==> src/rtl/pcie_irq_pkg.sv <==
// Package: shared offsets and the signalling mode type for the interrupt collector.
// Assumes byte offsets fit the register port address width used by the top.
package pcie_irq_pkg;
    localparam logic [7:0] OFS_STATUS  = 8'h40;
    localparam logic [7:0] OFS_ENABLE  = 8'h50;
    localparam logic [7:0] OFS_MAILBOX = 8'h60;

    typedef enum logic [1:0] {
        SIG_OFF    = 2'd0,
        SIG_LEGACY = 2'd1,
        SIG_MSI    = 2'd2
    } sig_mode_e;
endpackage

==> src/rtl/irq_reg_port.sv <==
// Module: register port decode. Holds the enable register, turns writes into
// clear and mailbox-set masks for the status register, and muxes read data.
// Assumes NUM_IRQ <= DATA_W and single-cycle write strobes.
module irq_reg_port
    import pcie_irq_pkg::*;
#(
    parameter int NUM_IRQ = 16,
    parameter int ADDR_W  = 8,
    parameter int DATA_W  = 32
) (
    input  logic               clk,
    input  logic               rst_n,
    input  logic               reg_wr,
    input  logic [ADDR_W-1:0]  reg_addr,
    input  logic [DATA_W-1:0]  reg_wdata,
    output logic [DATA_W-1:0]  reg_rdata,
    input  logic [NUM_IRQ-1:0] status,
    output logic [NUM_IRQ-1:0] enable,
    output logic [NUM_IRQ-1:0] clr_mask,
    output logic [NUM_IRQ-1:0] mbox_mask
);
    logic hit_status, hit_enable, hit_mbox;

    // Address decode for the three registers.
    always_comb begin
        hit_status = (reg_addr == ADDR_W'(OFS_STATUS));
        hit_enable = (reg_addr == ADDR_W'(OFS_ENABLE));
        hit_mbox   = (reg_addr == ADDR_W'(OFS_MAILBOX));
    end

    // Write-derived masks handed to the status register.
    always_comb begin
        clr_mask  = (reg_wr && hit_status) ? reg_wdata[NUM_IRQ-1:0] : '0;
        mbox_mask = (reg_wr && hit_mbox)   ? reg_wdata[NUM_IRQ-1:0] : '0;
    end

    // Enable register storage.
    always_ff @(posedge clk) begin
        if (!rst_n) begin
            enable <= '0;
        end else if (reg_wr && hit_enable) begin
            enable <= reg_wdata[NUM_IRQ-1:0];
        end
    end

    // Read data mux; unused bits read zero.
    always_comb begin
        reg_rdata = '0;
        if (hit_status) begin
            reg_rdata[NUM_IRQ-1:0] = status;
        end else if (hit_enable) begin
            reg_rdata[NUM_IRQ-1:0] = enable;
        end
    end

    // enable only changes through a write to its offset.
    p_enable_hold_r5: assert property (@(posedge clk) disable iff (!rst_n)
        !(reg_wr && hit_enable) |=> $stable(enable));
endmodule

==> src/rtl/irq_status_reg.sv <==
// Module: sticky interrupt status register. Local inputs and mailbox bits set
// bits; write-1 masks clear them; a set in the same cycle beats a clear.
// Assumes the masks are valid for exactly the cycle they apply.
module irq_status_reg #(
    parameter int NUM_IRQ = 16
) (
    input  logic               clk,
    input  logic               rst_n,
    input  logic [NUM_IRQ-1:0] irq_in,
    input  logic [NUM_IRQ-1:0] mbox_mask,
    input  logic [NUM_IRQ-1:0] clr_mask,
    output logic [NUM_IRQ-1:0] status
);
    logic [NUM_IRQ-1:0] set_mask;

    // Combine the two set sources.
    always_comb set_mask = irq_in | mbox_mask;

    // Per-bit status update, set priority over clear.
    for (genvar i = 0; i < NUM_IRQ; i++) begin : g_bit
        always_ff @(posedge clk) begin
            if (!rst_n) begin
                status[i] <= 1'b0;
            end else if (set_mask[i]) begin
                status[i] <= 1'b1;
            end else if (clr_mask[i]) begin
                status[i] <= 1'b0;
            end
        end
    end

    // a set bit only falls when a clear was written to it.
    p_sticky_r3: assert property (@(posedge clk) disable iff (!rst_n)
        1'b1 |=> (($past(status) & ~$past(clr_mask) & ~status) == '0));

    // anything set last cycle is set now, whatever was cleared.
    p_set_wins_r4: assert property (@(posedge clk) disable iff (!rst_n)
        1'b1 |=> (($past(set_mask) & ~status) == '0));
endmodule

==> src/rtl/irq_signal_sel.sv <==
// Module: chooses legacy or message signalling from configuration bits and
// drives the legacy level or the message request/acknowledge handshake.
// Assumes msi_ack arrives only after a request; a stray ack is harmless.
module irq_signal_sel
    import pcie_irq_pkg::*;
#(
    parameter int NUM_IRQ = 16
) (
    input  logic               clk,
    input  logic               rst_n,
    input  logic [NUM_IRQ-1:0] status,
    input  logic [NUM_IRQ-1:0] enable,
    input  logic               cfg_intx_dis,
    input  logic               cfg_msi_en,
    input  logic               msi_ack,
    output logic               intx_out,
    output logic               msi_req
);
    sig_mode_e mode;
    logic      pending;
    logic      msi_live, msi_live_q;
    logic      trig;
    logic      busy, owed;

    // Mode select: message signalling wins over legacy.
    always_comb begin
        if (cfg_msi_en)         mode = SIG_MSI;
        else if (!cfg_intx_dis) mode = SIG_LEGACY;
        else                    mode = SIG_OFF;
    end

    // Masked pending summary and the message-mode rise detector.
    always_comb begin
        pending  = |(status & enable);
        msi_live = (mode == SIG_MSI) && pending;
        trig     = msi_live && !msi_live_q;
    end

    // Legacy level output.
    always_comb intx_out = (mode == SIG_LEGACY) && pending;

    // Message request pulse, outstanding flag and remembered rise.
    always_ff @(posedge clk) begin
        if (!rst_n) begin
            msi_live_q <= 1'b0;
            msi_req    <= 1'b0;
            busy       <= 1'b0;
            owed       <= 1'b0;
        end else begin
            msi_live_q <= msi_live;
            msi_req    <= 1'b0;
            if (msi_ack) busy <= 1'b0;
            if ((trig || owed) && !busy) begin
                msi_req <= 1'b1;
                busy    <= 1'b1;
                owed    <= 1'b0;
            end else if (trig) begin
                owed <= 1'b1;
            end
            if (mode != SIG_MSI) owed <= 1'b0;
        end
    end

    // the legacy level is never driven with interrupts disabled.
    p_intx_gated_r6: assert property (@(posedge clk) disable iff (!rst_n)
        intx_out |-> !cfg_intx_dis);

    // legacy level and message mode never coexist.
    p_msi_precedence_r7: assert property (@(posedge clk) disable iff (!rst_n)
        cfg_msi_en |-> !intx_out);

    // a request is a single-cycle pulse.
    p_pulse_width_r8: assert property (@(posedge clk) disable iff (!rst_n)
        msi_req |=> !msi_req);

    // no new request while the previous one is unacknowledged.
    p_one_outstanding_r9: assert property (@(posedge clk) disable iff (!rst_n)
        (busy && !msi_ack) |=> !msi_req);
endmodule

==> src/rtl/pcie_irq_gen.sv <==
// Module: top of the PCIe interrupt collector. Wires the register port, the
// sticky status register and the legacy/message signalling selector.
// Assumes a single clock domain; configuration bits are already synchronous.
module pcie_irq_gen
    import pcie_irq_pkg::*;
#(
    parameter int NUM_IRQ = 16,
    parameter int ADDR_W  = 8,
    parameter int DATA_W  = 32
) (
    input  logic               clk,
    input  logic               rst_n,
    input  logic [NUM_IRQ-1:0] irq_in,
    input  logic               reg_wr,
    input  logic [ADDR_W-1:0]  reg_addr,
    input  logic [DATA_W-1:0]  reg_wdata,
    output logic [DATA_W-1:0]  reg_rdata,
    input  logic               cfg_intx_dis,
    input  logic               cfg_msi_en,
    output logic               intx_out,
    output logic               msi_req,
    input  logic               msi_ack
);
    logic [NUM_IRQ-1:0] status, enable, clr_mask, mbox_mask;

    irq_reg_port #(.NUM_IRQ(NUM_IRQ), .ADDR_W(ADDR_W), .DATA_W(DATA_W)) u_port (
        .clk       (clk),
        .rst_n     (rst_n),
        .reg_wr    (reg_wr),
        .reg_addr  (reg_addr),
        .reg_wdata (reg_wdata),
        .reg_rdata (reg_rdata),
        .status    (status),
        .enable    (enable),
        .clr_mask  (clr_mask),
        .mbox_mask (mbox_mask)
    );

    irq_status_reg #(.NUM_IRQ(NUM_IRQ)) u_status (
        .clk       (clk),
        .rst_n     (rst_n),
        .irq_in    (irq_in),
        .mbox_mask (mbox_mask),
        .clr_mask  (clr_mask),
        .status    (status)
    );

    irq_signal_sel #(.NUM_IRQ(NUM_IRQ)) u_sel (
        .clk          (clk),
        .rst_n        (rst_n),
        .status       (status),
        .enable       (enable),
        .cfg_intx_dis (cfg_intx_dis),
        .cfg_msi_en   (cfg_msi_en),
        .msi_ack      (msi_ack),
        .intx_out     (intx_out),
        .msi_req      (msi_req)
    );

    // while held in reset, outputs reach zero on the next edge.
    p_reset_quiet_r11: assert property (@(posedge clk)
        !rst_n |=> (!msi_req && status == '0 && enable == '0));
endmodule

==> config.mk <==
export PLATFORM = sky130hd
export DESIGN_NAME = pcie_irq_gen
export DESIGN_NICKNAME = d
export VERILOG_FILES = /design/src/rtl/pcie_irq_pkg.sv /design/src/rtl/irq_reg_port.sv /design/src/rtl/irq_status_reg.sv /design/src/rtl/irq_signal_sel.sv /design/src/rtl/pcie_irq_gen.sv
export SDC_FILE = /design/constraint.sdc
export NUM_CORES = 1
export LEC_CHECK = 0
export BUFFER_PORTS_ARGS = -buffer_cell sky130_fd_sc_hd__buf_2
export CORE_UTILIZATION = 41
export DETAILED_ROUTE_END_ITERATION = 10
export GPL_TIMING_DRIVEN = 0
export PLACE_DENSITY = 0.82
export SLEW_MARGIN = 0
export SYNTH_ARGS = -nofsm -noshare
export SYNTH_HDL_FRONTEND = slang
export SYNTH_SLANG_ARGS = --single-unit
==> constraint.sdc <==
create_clock -name clk -period 1.8 [get_ports clk]
set_input_delay 0.27 -clock clk [delete_from_list [all_inputs] [get_ports clk]]
set_output_delay 0.27 -clock clk [all_outputs]
set_load 0.01 [all_outputs]
# After elaboration in Yosys (flattened, before gate mapping)
# Index checks and enable logic that the tools add are counted.
word_totals:
  in_bits: 62
  output_inout_bits: 34
  register_bits: 36
  elab_cells: 100
op_classes:
  n_reduce_logical: 29
  n_bitwise: 3
  muxes: 41
  eq_ne: 6
op_table:
  columns: ["operator", "n"]
  rows:
  - ["$mux W16", 4]
  - ["$mux W1", 36]
  - ["$reduce_bool A2 Y1", 17]
  - ["$eq A8 B7 Y1 const B", 3]
  - ["$and A16 B16 Y16", 1]
  - ["$or A16 B16 Y16", 1]
  - ["$reduce_or A16 Y1", 1]
  - ["$logic_and A1 B1 Y1", 7]
  - ["$reduce_or A3 Y1", 1]
  - ["$eq A2 B1 Y1 const B", 1]
  - ["$eq A2 B2 Y1 const B", 1]
  - ["$logic_not A1 Y1", 2]
  - ["$mux W2", 1]
  - ["$ne A2 B2 Y1 const B", 1]
  - ["$logic_or A1 B1 Y1", 1]
  - ["$not A1 Y1", 1]

# Depth between registers and ports, before layout
# Gate-level depths: netlist of the first run.
logic_depth:
  depth_word: 8
  ltp_mapped: 7
  ltp_nobuf: 5

# Modules after synthesis
# From an unflattened synthesis of the first run, not the netlist that was laid out.
unflattened:
  hier_cells: 239
  hier_area_um2: 2163.3
modules_own_cells:
  columns: ["module", "area_per_inst_um2", "n_inst", "seq_area_each_um2", "cells_per_inst"]
  rows:
  - ["irq_reg_port", 1287.5, 1, 320.3, 165]
  - ["irq_status_reg", 611.8, 1, 320.3, 50]
  - ["irq_signal_sel", 264.0, 1, 80.1, 24]

# Worst setup path after synthesis of the first run
# Ideal clock, no wire load.
synth_path:
  path_kind: "input to output"
  from: "input reg_addr[7]"
  to: "output reg_rdata[10]"
  path_slack_ns: -0.118
  arrival_ns: 1.648
  path_buffers: 1
  required_ns: 1.530
  path_stages: 4
  path_cell_list: "or4b_4 nor3_4 clkbuf_1 a22o_1"
synth_via:
  elab_chain_cells: 3
  elab_cells_between_ends: 4
  cone_classes: "2 x eq/ne; 2 x mux"
synth_rtl:
  columns: ["element", "line", "source"]
  rows:
  - ["from (decl)", "pcie_irq_gen.sv:15", "input logic [ADDR_W-1:0] reg_addr,"]
  - ["$eq A8 B7 Y1", "irq_reg_port.sv:27", "hit_enable = (reg_addr == ADDR_W'(OFS_ENABLE));"]
  - ["$mux W16", "irq_reg_port.sv:51", "end else if (hit_enable) begin"]
  - ["$mux W16 (*)", "irq_reg_port.sv:49", "if (hit_status) begin"]
  - ["to (decl)", "pcie_irq_gen.sv:17", "output logic [DATA_W-1:0] reg_rdata,"]
# Every way passes the cells marked *; elsewhere a longest branch is shown, timed or not.

# Final worst setup path of the first run
layout_path:
  from: "input reg_addr[2]"
  to: "output reg_rdata[14]"
# The elaborated chain is that of the path after synthesis.

==> results.yml, run 1 <==
run_status:
  status: "finished with violations"
  failed_checks: "setup timing"
sta:
  slew_headroom_pct: 64.0
  max_freq_mhz: 507
  hold_slack_ns: 0.174
  report.final.slew_viol_count: 0
  period_needed_ns: 1.97
  setup_slack_ns: -0.171
  hold_viol_final: 0
  rsz0062_at_grt: "true"
  period_share_pct: 109
  finalSetupViolations: 33
  fin_worst_skew_ns: 0.00605
  worstMarginPinSlew_ns: 0.540
route:
  drtAntennaViolNets: 0
  drtPass1Iterations: 4
  wire_per_inst_um: 15.1
  drt-initial-drc-count: 155
  post_drt_via_cell_ratio: 5.36
  num_vias: 1913
  routed_wl_um: 5370
  drc: 0
clock_network:
  max-clock-path-buffers: 2
  cts_tree: "built"
  cts_sinks: 36
  path_clk_slew_ns: 0.07
  clk_latency_ns: 0.29
  root_buffer: "clkbuf_8"
  holdBufCountCts: 0
  cts_buffers: 5
  htreeDepth: 2
power_and_ir_drop:
  p_int_mw: 1.24
  p_clk_share_pct: 35.9
  switching_share_pct: 25.6
  p_sw_uw: 426
  pwr-share-comb_pct: 12.8
  power_leakage_nw: 1.19
  power_density_nw_per_um2: 635
  sequentialPowerShare_pct: 51.2
  ir_worst_vdd_mv: 0.612
placement:
  placed_cells: 337
  port_buffers: 62
  gp_congestion: 0.840
  dpl-instance-area_sq_um: 2310
  hpwl_um: 3680
  pre_cts_ws_ns: -0.436
critical_path:
  cp_max_fo: 5
  crit_path_start_kind: "input port"
  end_kind: "output port"
  critPathRequiredTime_ns: 1.53
  critical_path_class: "input port to output port"
  arrival_ns: 1.70
synthesis:
  synth.avg_cell_area_sq_um: 8.95
  ys_top_cells_by_area: "dfxtp_1 (39%), a22o_1 (9.4%), a221oi_2 (8.1%)"
  synth_top_family_by_area: "compound AO/OA/AOI/OAI gates"
  synth_area_sq_um: 1860
  synth_compound_area_share_pct: 27.2
  yosysSeqAreaShare_pct: 38.7
  synth_seq_cells: 36
  synth_simple_gate_area_share_pct: 23.0
  synth_warnings: 0
  synth_fa_ha_area_share_pct: 0
  syn_inst: 208
  synthXorXnorAreaFrac_pct: 0
  yosys.area.top_type_share_pct: 38.7
  synthMuxAreaShare_pct: 0
  synth_area_leader_cell: "dfxtp_1"
  synthDistinctLibCells: 31
finish:
  n_fill_cell: 390
  stdcell_area_sq_um: 2620
  diodes: 0
  nets: 366
  layout_common_cells: "buf_2 (63), nand2_1 (33), dfxtp_1 (30)"
  final_common_cell: "buf_2"
  drive_gt1_share_pct: 45.6
  stdcell_count: 357
  areaGrowthSynthToFinish_pct: 40.8
die:
  die_x_um: 69.4
  core_area_sq_um: 4350
  start_util_pct: 42.8
  die_y_um: 69.4
  rows: 24
  die_area_sq_um: 4810
  ios: 96
flow_run:
  max-cap-violations: 0
global_routing:
  grt_pass1_wl_um: 8740
  grt_overflow_total: 0
  antenna_found_initial: 0
  grt.total_usage_pct: 23.3
  grt_max_degree: 12
  grt_pass1_vias: 1816
hold_path:
  min_path_type: "input port to flip-flop"
==> metal layers <==
metal  track usage, %  wire length [um]
met1             27.5              2160
met2             40.5              2720
met5                0                 0
met3             6.25               392
met4             7.94                95
==> state kept, by name, indices dropped and copies added, names as in the netlist <==
register,count
u_port.enable,16
u_status.status,16
u_sel.busy,1
u_sel.msi_live_q,1
u_sel.msi_req,1
u_sel.owed,1
==> cells in the mapped netlist, drive strengths merged <==
cell    number
dfxtp       36
nand2       34
buf         23
a221oi      20
a22o        20
nand3       17
nor2b       16
o21ai       16
clkbuf       7
inv          3
nor3         3
nor2         2
a31oi        1
and3         1
and4         1
conb         1
nand2b       1
nand4        1
nor3b        1
nor4         1
o22ai        1
or3          1
or4b         1
==> cell families after synthesis <==
logic type             Yosys count
other                            1
DFF                             36
AOI/OAI and AO/OA               58
and+or+nand+nor                 80
buffers and inverters           33
==> cell type report <==
class | instances | area, sq um | share of cell area, %
Multi-Input combinational cell | 154 | 1070 | 41.0
Sequential cell | 36 | 728 | 27.8
Timing Repair Buffer | 74 | 422 | 16.1
Buffer | 30 | 228 | 8.69
Clock buffer | 6 | 82.6 | 3.15
Tap cell | 52 | 65.1 | 2.48
Inverter | 3 | 11.3 | 0.430
Clock inverter | 2 | 10.0 | 0.382
==> power groups by stage <==
| stage | sequential (mW) | combinational [mW] | clock (mW) |
|---|---|---|---|
| after global placement | 0.864 | 0.186 | 0 |
| after global routing | 0.854 | 0.233 | 0.635 |
| after floorplan | 0.859 | 0.110 | 0 |
| final | 0.852 | 0.214 | 0.598 |
| after CTS | 0.850 | 0.206 | 0.600 |
| after detailed placement | 0.866 | 0.189 | 0 |
==> through the flow <==
step / total power [mW] / utilization, % / setup TNS (ns)
floorplan: 0.969 / - / -0.503
CTS: 1.66 / 58.6 / -2.80
finish: 1.66 / 60.2 / -3.76
global route: 1.72 / 60.2 / -5.73
global placement: 1.05 / 53.0 / -13.34
detailed placement: 1.06 / 53.0 / -15.21
==> critical path: stages <==
cell and delay (ns):
buf_6 0.09, or4b_4 0.58, nor3_4 0.31, buf_6 0.17, a22o_1 0.15, buf_2 0.13
==> path summary, 6_finish.rpt <==
| path | startpoint | end | slack (ns) | cells after the start |
|---|---|---|---|---|
| max | reg_addr[2] | reg_rdata[14] | -0.17 | 6 |
| min | msi_ack | u_sel.busy | 0.17 | 2 |
| max reg2reg | u_port.enable[4] | u_sel.busy | 0.31 | 5 |
| min reg2reg | u_sel.owed | u_sel.msi_req | 0.48 | 2 |
==> what timing repair did <==
action	4_1_cts	5_1_grt
buffers inserted	8	2
endpoints found under the hold margin	0	0
pin swaps	23	5
gates resized for setup	22	16
gates cloned	1	1
endpoints found under the setup margin	40	42
No activity file was read; power rests on OpenSTA's default activity.
==> inputs of run 2 (changes only) <==
--- a/config.mk
+++ b/config.mk
@@ -5,8 +5,10 @@
 export SDC_FILE = /design/constraint.sdc
 export NUM_CORES = 1
 export LEC_CHECK = 0
+export ABC_AREA = 1
 export BUFFER_PORTS_ARGS = -buffer_cell sky130_fd_sc_hd__buf_2
-export CORE_UTILIZATION = 41
+export CORE_UTILIZATION = 42
+export CTS_CLUSTER_DIAMETER = 80
 export DETAILED_ROUTE_END_ITERATION = 10
 export GPL_TIMING_DRIVEN = 0
 export PLACE_DENSITY = 0.82
==> results.yml, run 2 <==
run_status:
  status: "finished, final reports clean"
critical_path:
  crit_path_start_kind: "input port"
  startpoint: "reg_addr[7]"
  end_kind: "output port"
  critical_path_class: "input port to output port"
  r2r_start: "u_status.status[2]"
  arrival_ns: 1.49
  cp_max_fo: 10
  critPathRequiredTime_ns: 1.53
placement:
  gp_congestion: 0.826
  port_buffers: 61
  placed_cells: 451
  hpwl_um: 3960
  pre_cts_ws_ns: -0.0307
sta:
  finalSetupViolations: 0
  report.final.slew_viol_count: 0
  slew_headroom_pct: 65.2
  hold_slack_ns: 0.239
  worstMarginPinSlew_ns: 0.522
  period_needed_ns: 1.76
  fin_worst_skew_ns: 0.00411
  period_share_pct: 97.6
  hold_viol_final: 0
  max_freq_mhz: 569
  setup_slack_ns: 0.0431
  setup_tns_ns: 0
clock_network:
  htreeDepth: 2
  root_buffer: "clkbuf_8"
  holdBufCountCts: 0
  path_clk_slew_ns: 0.06
  max-clock-path-buffers: 2
  cts_tree: "built"
  cts_sinks: 36
  cts_buffers: 5
  clk_latency_ns: 0.29
synthesis:
  synth_fa_ha_area_share_pct: 0
  synth_common_cells: "nand2_1 (58), inv_1 (44), dfxtp_1 (36)"
  synth_most_common_cell: "nand2_1"
  yosysSeqAreaShare_pct: 34.9
  synth.avg_cell_area_sq_um: 6.71
  yosys.area.top_type_share_pct: 34.9
  synth_area_leader_cell: "dfxtp_1"
  synthDistinctLibCells: 25
  syn_inst: 308
  synth_area_sq_um: 2070
  ys_top_cells_by_area: "dfxtp_1 (35%), nand2_1 (11%), a21oi_1 (8.0%)"
  synthMuxAreaShare_pct: 0
  synth_top_family_by_area: "simple AND/OR/NAND/NOR gates"
  synthFlopType: "dfxtp_1"
  synthXorXnorAreaFrac_pct: 0
  synth_simple_gate_area_share_pct: 29.7
  synth_warnings: 0
  synth_enable_flop_cells: 0
  synth_seq_cells: 36
  async_flop_share_pct: 0
  synth_compound_area_share_pct: 16.2
route:
  wl_met1_um: 2220
  post_drt_via_cell_ratio: 4.75
  wire_per_inst_um: 11.7
  wl_met2_um: 2670
  routed_wl_um: 5420
  routed.top_layer: "met4"
  drt-initial-drc-count: 217
  drtAntennaViolNets: 0
  wl_met3_um: 443
  drc: 0
  num_vias: 2201
  drtPass1Iterations: 5
power_and_ir_drop:
  ir_worst_vdd_mv: 0.331
  power_density_nw_per_um2: 589
  power_leakage_nw: 1.33
finish:
  final_util_pct: 56.4
  top_regs: "u_port.enable (16), u_status.status (16)"
  diodes: 0
  layout_common_cells: "buf_2 (64), nand2_1 (58), inv_1 (44)"
  drive_gt1_share_pct: 29.0
  areaGrowthSynthToFinish_pct: 29.0
  nets: 460
  final_common_cell: "buf_2"
  stdcell_count: 463
  n_fill_cell: 454
die:
  ios: 96
  start_util_pct: 43.7
  core_area_sq_um: 4720
  rows: 25
  die_area_sq_um: 5200
  die_x_um: 72.1
  die_y_um: 72.1
global_routing:
  grt_max_degree: 11
  grt_overflow_total: 0
  grt_pass1_wl_um: 8530
  grt_pass1_vias: 2036
  antenna_found_initial: 0
  grt.total_usage_pct: 21.2
hold_path:
  min_path_type: "input port to flip-flop"
  min_from: "cfg_msi_en"
flow_run:
  max-cap-violations: 0
==> run 2: changes by cell type after synthesis, moves of 20 or more <==
| cell | change |
|---|---|
| nor2_1 | +21 |
| inv_1 | +41 |
| nand2_1 | +24 |
| a21oi_1 | +33 |
| a22o_1 | -20 |
==> run 2: area by class of cell <==
cell class                 count  area, sq um  share of cell area (%)
buffer                        29          225                    8.45
clock buffer                   5         68.8                    2.58
inverter                      47          181                    6.81
multi-input combinational    211         1030                    38.5
sequential                    36          721                    27.1
tap                           67         83.8                    3.15
timing repair buffer          68          358                    13.4
==> run 2: final timing paths <==
path                            to  slack [ns]  cells after the start
setup / recovery      reg_rdata[9]        0.04                      8
hold / removal    u_sel.msi_live_q        0.24                      3
setup reg to reg        u_sel.busy        0.57                      8
hold reg to reg         u_sel.owed        0.46                      2
==> run 2: cell families (layout without fill, tap and decap cells) <==
logic type / count (synthesis) / after routing
flops: 36 / 36
compound gates: 66 / 66
other cells: 1 / 16
simple gates: 129 / 129
buf+inv: 76 / 149
==> run 2: power breakdown <==
| part | switching (mW) | total (mW) | internal [mW] |
|---|---|---|---|
| Sequential | 0.0204 | 0.844 | 0.824 |
| Combinational | 0.118 | 0.216 | 0.0976 |
| Clock | 0.261 | 0.510 | 0.249 |
==> run 2: what timing repair did <==
item	4_1_cts	5_1_grt
gates resized for setup	1	8
pin swaps	0	2
endpoints found under the setup margin	4	13
buffers inserted	0	7
==> run 2: stage by stage <==
step / power, mW / instance area (sq um)
2_1_floorplan: 0.985 / 2120
3_3_place_gp: 1.06 / 2510
3_5_place_dp: 1.07 / 2510
4_1_cts: 1.57 / 2580
5_1_grt: 1.64 / 2660
6_report: 1.57 / 2660
==> run 2: routing by layer <==
layer / up-vias / track usage (%)
met5: - / 0
met4: 0 / 8.93
met3: 11 / 5.42
met2: 93 / 37.1
met1: 966 / 24.4
li1: 1131 / -
==> run 2: critical path, cell delays in order <==
cell,delay (ns)
buf_2,0.12
inv_1,0.06
nand2_2,0.08
nor3_4,0.22
nand2_4,0.13
clkbuf_4,0.22
o21ai_0,0.22
buf_2,0.17
==> inputs of run 3 (changes only) <==
--- a/config.mk
+++ b/config.mk
@@ -12,6 +12,7 @@
 export DETAILED_ROUTE_END_ITERATION = 10
 export GPL_TIMING_DRIVEN = 0
 export PLACE_DENSITY = 0.82
+export REMOVE_ABC_BUFFERS = 1
 export SLEW_MARGIN = 0
 export SYNTH_ARGS = -nofsm -noshare
 export SYNTH_HDL_FRONTEND = slang
==> results.yml, run 3 (synthesis gave the netlist of run 2 again) <==
critical_path:
  critical_path_class: "input port to output port"
  end_kind: "output port"
  critPathRequiredTime_ns: 1.53
  cp_max_fo: 6
  startpoint: "reg_addr[1]"
  r2r_start: "u_status.status[8]"
  crit_path_start_kind: "input port"
  arrival_ns: 1.38
placement:
  port_buffers: 63
  pre_cts_ws_ns: -0.155
  gp_congestion: 0.809
  placed_cells: 424
  dpl-instance-area_sq_um: 2300
  hpwl_um: 3340
die:
  start_util_pct: 43.7
  die_area_sq_um: 5200
  rows: 25
  die_y_um: 72.1
  core_area_sq_um: 4720
  ios: 96
  die_x_um: 72.1
clock_network:
  cts_buffers: 5
  cts_sinks: 36
  htreeDepth: 2
  max-clock-path-buffers: 2
  root_buffer: "clkbuf_8"
  path_clk_slew_ns: 0.06
  cts_tree: "built"
  clk_latency_ns: 0.28
route:
  drtPass1Iterations: 6
  drt-initial-drc-count: 98
  drtAntennaViolNets: 0
  wire_per_inst_um: 11.6
  drc: 0
  routed_wl_um: 5040
  num_vias: 2073
  post_drt_via_cell_ratio: 4.75
global_routing:
  met1_usage_pct: 24.0
  grtUsageMet3_pct: 5.28
  grtUsageMet2_pct: 34.2
  grt_pass1_vias: 1851
  grt.total_usage_pct: 20.0
  grt_max_degree: 33
  grt_most_used_layer: "met2"
  grt_pass1_wl_um: 8090
  antenna_found_initial: 0
  grt_overflow_total: 0
run_status:
  status: "finished, final reports clean"
sta:
  max_freq_mhz: 604
  period_needed_ns: 1.65
  period_share_pct: 91.9
  finalSetupViolations: 0
  worstMarginPinSlew_ns: 0.739
  rsz0062_at_grt: "false"
  hold_slack_ns: 0.242
  setup_slack_ns: 0.146
  slew_headroom_pct: 50.7
  fin_worst_skew_ns: 0.00859
  hold_viol_final: 0
  report.final.slew_viol_count: 0
hold_path:
  min_path_type: "input port to flip-flop"
  min_from: "msi_ack"
finish:
  nets: 430
  areaGrowthSynthToFinish_pct: 18.5
  n_fill_cell: 487
  diodes: 0
  seqCellArea_sq_um: 721
  layout_common_cells: "buf_2 (63), nand2_1 (58), inv_1 (44)"
  final_common_cell: "buf_2"
  stdcell_count: 436
  multi_input_area_sq_um: 1020
  top_regs: "u_port.enable (16), u_status.status (16)"
  drive_gt1_share_pct: 23.3
  stdcell_area_sq_um: 2450
power_and_ir_drop:
  power_leakage_nw: 1.19
  total_power_mw: 1.60
  ir_worst_vdd_mv: 0.320
  power_density_nw_per_um2: 655
flow_run:
  max-cap-violations: 0
run 3: cell count changes in the layout (fill, tap and decap cells not counted), sizes merged:
cell,delta
inv,+1
clkinv,-1
nor2,+1
clkbuf,-1
buf,-27
run 3: path summary, 6_finish.rpt:
check / end / slack, ns / depth (start not counted)
setup / recovery: reg_rdata[8] / 0.15 / 7
hold / removal: u_sel.busy / 0.24 / 3
setup reg to reg: u_sel.busy / 0.55 / 8
hold reg to reg: u_port.enable[12] / 0.46 / 2
run 3: per-stage QoR:
stage / util, % / setup TNS, ns
after floorplan: - / 0
after global placement: 48.8 / -0.985
after detailed placement: 48.8 / -1.32
after CTS: 51.0 / 0
after global routing: 51.8 / 0
final: 51.8 / 0
run 3: layer usage:
layer | vias up | part of all wire [%]
met5 | - | 0
met2 | 80 | 51
li1 | 1077 | -
met4 | 0 | 0.50
met1 | 912 | 40
met3 | 4 | 8.9
run 3: timing repair:
item	4_1_cts	5_1_grt
buffers inserted	0	3
cloned	1	0
hold buffers	0	0
pin swaps	1	1
endpoints found under the setup margin	16	12
gates resized for setup	2	3
run 3: critical path, cell delays in order:
cell and delay, ns:
buf_2 0.10, nor2_2 0.10, nand3_2 0.20, inv_8 0.15, nand4_1 0.20, o22ai_1 0.20
buf_2 0.17
run 3: area by class of cell:
| type | instances | area share (%) |
|---|---|---|
| clock buffers | 8 | 3.68 |
| inverters | 47 | 7.51 |
| multi-input cells | 212 | 41.6 |
| flip-flops and latches | 36 | 29.4 |
| well taps | 67 | 3.42 |
| repair buffers | 66 | 14.3 |
run 3: power breakdown:
| group | switching [mW] | leakage, nW | total [mW] | internal, mW |
|---|---|---|---|---|
| Combinational | 0.112 | 0.846 | 0.182 | 0.0700 |
| Clock | 0.267 | 0.0455 | 0.579 | 0.312 |
| Sequential | 0.0204 | 0.295 | 0.844 | 0.824 |
